==> src/rtl/motion_regwin_pkg.sv <==
package motion_regwin_pkg;
  typedef struct packed {
    logic [15:0] x;
    logic [15:0] y;
    logic [7:0]  extra;
  } accel_rec_t;

  localparam int         REC_BYTES  = 5;
  localparam logic [7:0] A_CMD      = 8'h00;
  localparam logic [7:0] A_LOCK     = 8'h01;
  localparam logic [7:0] A_COUNT    = 8'h10;
  localparam logic [7:0] A_REC0     = 8'h11;
  localparam logic [7:0] A_READY    = 8'h2F;
  localparam logic [7:0] CMD_CAPT   = 8'h11;
  localparam logic [7:0] LOCK_HOLD  = 8'hFF;
  localparam logic [7:0] LOCK_FREE  = 8'h00;
  localparam logic [7:0] BUSY_FLAG  = 8'h80;
endpackage

==> src/rtl/motion_sample_queue.sv <==
module motion_sample_queue
  import motion_regwin_pkg::*;
#(
  parameter int DEPTH = 5,
  localparam int CW = $clog2(DEPTH + 1)
) (
  input  logic                    clk,
  input  logic                    rst,
  input  logic                    push,
  input  accel_rec_t              rec_in,
  input  logic                    flush,
  output accel_rec_t [DEPTH-1:0]  entries,
  output logic [CW-1:0]           count
);
  localparam logic [CW-1:0] FULL = CW'(DEPTH);

  always_ff @(posedge clk) begin
    if (rst) begin
      entries <= '0;
      count   <= '0;
    end else if (flush) begin
      // Empty the queue; a sample arriving in the same cycle is kept.
      entries <= '0;
      if (push) begin
        entries[0] <= rec_in;
        count      <= CW'(1);
      end else begin
        count <= '0;
      end
    end else if (push) begin
      if (count < FULL) begin
        entries[count] <= rec_in;
        count          <= count + CW'(1);
      end else begin
        for (int i = 0; i < DEPTH - 1; i++) entries[i] <= entries[i+1];
        entries[DEPTH-1] <= rec_in;
      end
    end
  end
endmodule

==> src/rtl/motion_cmd_timer.sv <==
module motion_cmd_timer #(
  parameter int BUSY_CYCLES = 6,
  localparam int TW = $clog2(BUSY_CYCLES + 1)
) (
  input  logic       clk,
  input  logic       rst,
  input  logic       start,
  input  logic [7:0] start_code,
  output logic       busy,
  output logic [7:0] cur_code,
  output logic       done
);
  logic [TW-1:0] remain;

  always_ff @(posedge clk) begin
    if (rst) begin
      remain   <= '0;
      cur_code <= '0;
    end else if (start && !busy) begin
      remain   <= TW'(BUSY_CYCLES);
      cur_code <= start_code;
    end else if (busy) begin
      remain <= remain - TW'(1);
      if (done) cur_code <= '0;
    end
  end

  assign busy = (remain != '0);
  assign done = (remain == TW'(1));
endmodule

==> src/rtl/motion_snapshot.sv <==
module motion_snapshot
  import motion_regwin_pkg::*;
#(
  parameter int DEPTH = 5,
  localparam int NBYTES = DEPTH * REC_BYTES,
  localparam int CW = $clog2(DEPTH + 1)
) (
  input  logic                    clk,
  input  logic                    rst,
  input  logic                    load,
  input  accel_rec_t [DEPTH-1:0]  recs,
  input  logic [CW-1:0]           rec_count,
  input  logic                    host_we,
  input  logic [7:0]              host_data,
  input  logic [7:0]              rd_off,
  output logic [7:0]              rd_byte,
  output logic [7:0]              count_q,
  output logic [NBYTES*8-1:0]     snap_flat
);
  logic [7:0] mem [NBYTES];

  for (genvar r = 0; r < DEPTH; r++) begin : g_rec
    always_ff @(posedge clk) begin
      if (rst) begin
        for (int b = 0; b < REC_BYTES; b++) mem[r*REC_BYTES+b] <= '0;
      end else if (load) begin
        mem[r*REC_BYTES+0] <= recs[r].x[7:0];
        mem[r*REC_BYTES+1] <= recs[r].x[15:8];
        mem[r*REC_BYTES+2] <= recs[r].y[7:0];
        mem[r*REC_BYTES+3] <= recs[r].y[15:8];
        mem[r*REC_BYTES+4] <= recs[r].extra;
      end
    end
  end

  for (genvar i = 0; i < NBYTES; i++) begin : g_flat
    assign snap_flat[i*8 +: 8] = mem[i];
  end

  always_ff @(posedge clk) begin
    if (rst)          count_q <= '0;
    else if (load)    count_q <= 8'(rec_count);
    else if (host_we) count_q <= host_data;
  end

  always_comb begin
    rd_byte = '0;
    if (rd_off < 8'(NBYTES)) rd_byte = mem[rd_off];
  end
endmodule

==> src/rtl/motion_regwin.sv <==
module motion_regwin
  import motion_regwin_pkg::*;
#(
  parameter int QDEPTH      = 5,
  parameter int BUSY_CYCLES = 6
) (
  input  logic        clk,
  input  logic        rst,
  input  logic        bus_wr,
  input  logic        bus_rd,
  input  logic        bus_port,
  input  logic [7:0]  bus_wdata,
  output logic [7:0]  bus_rdata,
  input  logic        smp_valid,
  input  logic [15:0] smp_x,
  input  logic [15:0] smp_y,
  input  logic [7:0]  smp_extra
);
  localparam int NBYTES = QDEPTH * REC_BYTES;
  localparam int CW     = $clog2(QDEPTH + 1);
  localparam logic [7:0] A_RECN = A_REC0 + 8'(NBYTES) - 8'd1;

  logic [7:0] idx_q;
  logic       lock_q;
  logic       data_wr;
  logic       accept;
  logic       busy;
  logic       done;
  logic       cap_load;
  logic [7:0] cur_code;
  logic [7:0] snap_byte;
  logic [7:0] count_q;
  logic [7:0] rd_val;
  logic [CW-1:0] q_count;
  logic [NBYTES*8-1:0] snap_flat;
  accel_rec_t [QDEPTH-1:0] q_entries;
  accel_rec_t smp_rec;

  assign data_wr  = bus_wr && bus_port;
  assign accept   = data_wr && (idx_q == A_CMD) && (bus_wdata != 8'h00) && !busy;
  assign cap_load = done && (cur_code == CMD_CAPT);
  assign smp_rec  = '{x: smp_x, y: smp_y, extra: smp_extra};

  motion_sample_queue #(.DEPTH(QDEPTH)) u_queue (
    .clk(clk), .rst(rst), .push(smp_valid), .rec_in(smp_rec),
    .flush(cap_load), .entries(q_entries), .count(q_count)
  );

  motion_cmd_timer #(.BUSY_CYCLES(BUSY_CYCLES)) u_timer (
    .clk(clk), .rst(rst), .start(accept), .start_code(bus_wdata),
    .busy(busy), .cur_code(cur_code), .done(done)
  );

  motion_snapshot #(.DEPTH(QDEPTH)) u_snap (
    .clk(clk), .rst(rst), .load(cap_load), .recs(q_entries),
    .rec_count(q_count),
    .host_we(data_wr && (idx_q == A_COUNT)), .host_data(bus_wdata),
    .rd_off(idx_q - A_REC0), .rd_byte(snap_byte), .count_q(count_q),
    .snap_flat(snap_flat)
  );

  always_ff @(posedge clk) begin
    if (rst) begin
      idx_q  <= '0;
      lock_q <= 1'b0;
    end else if (bus_wr) begin
      if (!bus_port) idx_q <= bus_wdata;
      else if (idx_q == A_LOCK) begin
        if (bus_wdata == LOCK_HOLD)      lock_q <= 1'b1;
        else if (bus_wdata == LOCK_FREE) lock_q <= 1'b0;
      end
    end
  end

  always_comb begin
    rd_val = 8'h00;
    if (idx_q == A_CMD)                          rd_val = busy ? cur_code : 8'h00;
    else if (idx_q == A_LOCK)                    rd_val = lock_q ? LOCK_HOLD : LOCK_FREE;
    else if (idx_q == A_COUNT)                   rd_val = count_q;
    else if (idx_q == A_READY)                   rd_val = busy ? BUSY_FLAG : 8'h00;
    else if (idx_q >= A_REC0 && idx_q <= A_RECN) rd_val = snap_byte;
  end

  always_ff @(posedge clk) begin
    if (rst)         bus_rdata <= '0;
    else if (bus_rd) bus_rdata <= bus_port ? rd_val : idx_q;
  end
endmodule

==> config.mk <==
export PLATFORM = sky130hd
export DESIGN_NAME = motion_regwin
export DESIGN_NICKNAME = d
export VERILOG_FILES = /design/src/rtl/motion_regwin_pkg.sv /design/src/rtl/motion_sample_queue.sv /design/src/rtl/motion_cmd_timer.sv /design/src/rtl/motion_snapshot.sv /design/src/rtl/motion_regwin.sv
export SDC_FILE = /design/constraint.sdc
export NUM_CORES = 1
export LEC_CHECK = 0
export ABC_AREA = 1
export CORE_ASPECT_RATIO = 0.8
export CORE_MARGIN = 2
export CORE_UTILIZATION = 55
export CTS_CLUSTER_DIAMETER = 80
export DETAILED_ROUTE_END_ITERATION = 10
export HOLD_SLACK_MARGIN = 0.03
export PLACE_DENSITY_LB_ADDON = 0.08
export REMOVE_ABC_BUFFERS = 1
export SLEW_MARGIN = 25
export SYNTH_ARGS = -nofsm -noshare
export SYNTH_HDL_FRONTEND = slang
export SYNTH_HIERARCHICAL = 1
export SYNTH_SLANG_ARGS = --single-unit
==> constraint.sdc <==
create_clock -name clk -period 7.8 [get_ports clk]
set_input_delay 1.56 -clock clk [delete_from_list [all_inputs] [get_ports clk]]
set_output_delay 1.56 -clock clk [all_outputs]
set_load 0.02 [all_outputs]
==> run summary <==
Sum Neg Setup Slack = 0 ns
Fraction of the cycle the final worst path needs = 50.73%
N_diodes = 0
Congestion Overflow GR = 0
# DRC = 0
Total global-route track usage = 32.28%
Post-CTS Setup Bufs = 0
FF-to-FF Start = idx_q[0]$_SDFFE_PP0P_
CTS tree = yes
CTS root buffer = clkbuf_16
Worst skew pair latency = 0.56 ns
Hold_buf cts = 0
Synth Flop Type = dfxtp_1
Hold EP = u_snap/count_q[5]$_SDFFE_PP0P_
HP Start = u_snap/count_q[5]$_SDFFE_PP0P_
FMAX = 0.2527 GHz
Die Height = 182.7 µm
Post-Syn Instances = 3043
Hold Vio Cnt, Final = 0
Leakage power = 0.01019 µW
Most Crowded Layer GR = met2
MaxCap Viol Count = 0
Post-Place Cells = 3489
Post-synth EDFFs = 200
Crit. End Element = flip-flop
Top cells by area, synth = edfxtp_1, dfxtp_1, nand2_1
# IOs = 62
Port bufs = 61
Clock Sinks = 439
CP Data Required Time = 8.21 ns
CP Class = reg -> reg
Layout area overhead = 10.49%
WL final = 66.18 mm
First-pass GRT wire length = 104.0 mm
M2 GR Usage = 49.59%
Design Power = 5560 µW
Register area share after synthesis = 49.15%
Vias/cell = 5.487
Initial Util = 55.78%
Worst EP arrival = 4.37 ns
Initial DRC Count = 2421
Die Wd = 227.4 µm
Initial antenna violation count = 1
Setup Viol. Count Final = 0
Capturing point of the worst reg2reg path = bus_rdata[5]$_SDFFE_PP0P_
Core region area = 39360 µm²
Worst slew pin tran = 1.027 ns
Worst min-delay path category = reg -> reg
Worst-path fanout max = 43
Non-Filler Instances = 3572
R2R depth = 15
Worst Setup Start Kind = flip-flop
Die area = 41540 µm²
Library cells used by synthesis = 41
Max VDD drop = 0.1623 mV
TritonCTS buffer count = 44
Routability congestion estimate = 0.9435
# resized after CTS = 0
Outcome = complete, no violations
Yosys top cell by area = edfxtp_1
Async SR Flop Fraction = 0%
Drt wl/cell = 18.53 µm
DR vias = 19600
Layout cells sized above 1 = 5.072%
Grt met1 use = 46.12%
CTS max path bufs = 3
Final slew viol count = 0
Row count = 65
Vias in the first global route = 18390
FF-to-FF setup slack = 3.84 ns
H-tree depth = 2
Avg Cell Area, Syn = 7.215 µm²
First-pass detailed-route iteration total = 6
Pin count of the biggest net entering global routing = 206
Final ANT Viol Nets = 0
Worst slew margin = 31.53%
CTS clk-pin slew, worst paths = 0.06 ns
DP Wirelength = 36.64 mm
RSZ-0062 raised after global routing = false
Met3 Track Usage GR = 5.812%
Final min period = 3.957 ns
Post-synth top area share = 27.35%
Post-Syn Area = 21960 µm²
Hold Crit Depth = 2
NumNets Final = 3064
Pwr per Cell Area = 229.2 nW/µm²
Seq cells post-synth = 439
Clk_skew = 0.01629 ns
Synth warn = 6
==> power breakdown <==
group | switching (µW) | internal (µW)
Sequential | 66.0 | 2510
Combinational | 520 | 213
Clock | 905 | 1350
Total | 1490 | 4070
==> kinds of logic (layout without fill, tap and decap cells) <==
| kind of cell | Yosys count | after routing | synth area share [%] |
|---|---|---|---|
| and+or+nand+nor | 1534 | 1534 | 28.45 |
| buffers and inverters | 670 | 663 | 12.43 |
| DFF | 439 | 439 | 49.15 |
| AOI/OAI and AO/OA | 385 | 385 | 9.232 |
| adders and majority gates | 8 | 8 | 0.4559 |
| xor gates and xnor gates | 7 | 7 | 0.2792 |
==> metrics by stage <==
stage / hold WS [ns] / worst slack (ns) / utilization [%] / area [µm²]
after floorplan: 0.4361 / 1.114 / - / 21090
after global placement: 0.4495 / 3.706 / 57.51 / 22640
after detailed placement: 0.4593 / 3.687 / 57.51 / 22640
after CTS: 0.4698 / 3.921 / 61.40 / 24170
after global routing: 0.4908 / 3.486 / 61.63 / 24260
final: 0.4702 / 3.843 / 61.63 / 24260
==> placed cells by master (no fill, tap or decap), types with 8 or more instances in the layout <==
cell type,netlist,routed
inv_2,14,15
clkinv_1,4,10
nand4_1,45,45
dfxtp_1,239,239
o21ai_0,213,213
nand3_1,213,212
nand2_1,673,669
clkdlybuf4s50_1,0,60
ha_1,8,8
clkbuf_8,0,8
buf_4,27,22
o21ai_1,48,48
a21oi_2,9,9
edfxtp_1,200,200
a211oi_1,8,8
inv_1,472,469
a21oi_1,88,88
nor2_1,574,574
clkbuf_16,0,46
clkinv_2,1,9
a31oi_1,8,8
==> flip-flops by register name (all words and copies together), names as in the netlist <==
signal and count:
lock_q 1, bus_rdata 8, u_snap/count_q 8, idx_q 8
u_timer/remain 3, u_timer/cur_code 8, u_snap/mem 200, u_queue/count 3
u_queue/entries 200
==> layout make-up <==
| class | count | area, µm² |
|---|---|---|
| Tap cell | 536 | 670.6 |
| Clock inverter | 20 | 246.5 |
| Fill cell | 3666 | 15100 |
| Inverter | 493 | 1863 |
| Sequential cell | 439 | 10790 |
| Clock buffer | 60 | 1284 |
| Multi-Input combinational cell | 1934 | 8489 |
| Timing Repair Buffer | 90 | 915.9 |
==> per-layer routing <==
| layer | share of wire, % | routed length, µm | vias up |
|---|---|---|---|
| met3 | 10 | 6839 | 169 |
| met1 | 44 | 28910 | 9062 |
| met4 | 3.2 | 2096 | 0 |
| li1 | - | - | 9389 |
| met5 | 0 | 0 | - |
| met2 | 43 | 28330 | 981 |
==> cell usage after synthesis, drive strengths merged, types with 4 or more instances <==
library cell and instances:
o21ai 262, a21boi 8, dfxtp 239, ha 8, xor2 7, buf 105
nand3 218, clkbuf 72, a31oi 8, nand2 676, a211oi 8, clkinv 6
inv 487, or2 4, nand4 45, nor2 582, edfxtp 200, a21oi 97
==> how the worst max path moves through the flow <==
stage,to,slack [ns],startpoint,cells past startpoint
2_1_floorplan,u_snap/mem[0][0]$_SDFFCE_PN0P_,1.11,u_timer/remain[1]$_SDFFE_PP0P_,8
3_3_place_gp,u_snap/mem[16][5]$_SDFFCE_PN0P_,3.71,rst,6
3_5_place_dp,u_queue/entries[11]$_SDFFE_PP0P_,3.69,smp_valid,8
4_1_cts,u_queue/entries[14]$_SDFFE_PP0P_,3.92,u_timer/remain[1]$_SDFFE_PP0P_,15
5_1_grt,bus_rdata[7]$_SDFFE_PP0P_,3.49,idx_q[0]$_SDFFE_PP0P_,18
6_report,bus_rdata[5]$_SDFFE_PP0P_,3.84,idx_q[0]$_SDFFE_PP0P_,15
==> worst max-delay path, stage by stage, from the launching register on <==
cell	delay, ns
dfxtp_1	0.39
clkinv_2	0.51
ha_1	0.53
inv_1	0.22
inv_2	0.81
nor2_1	0.11
o21ai_0	0.12
nand3_1	0.28
a21boi_0	0.28
a21oi_1	0.11
nand3_1	0.11
nand3_1	0.08
nand2_1	0.07
nand2_1	0.05
nand2_1	0.06
a21oi_1	0.05
Note: power is estimated with default switching activity, not from simulation.
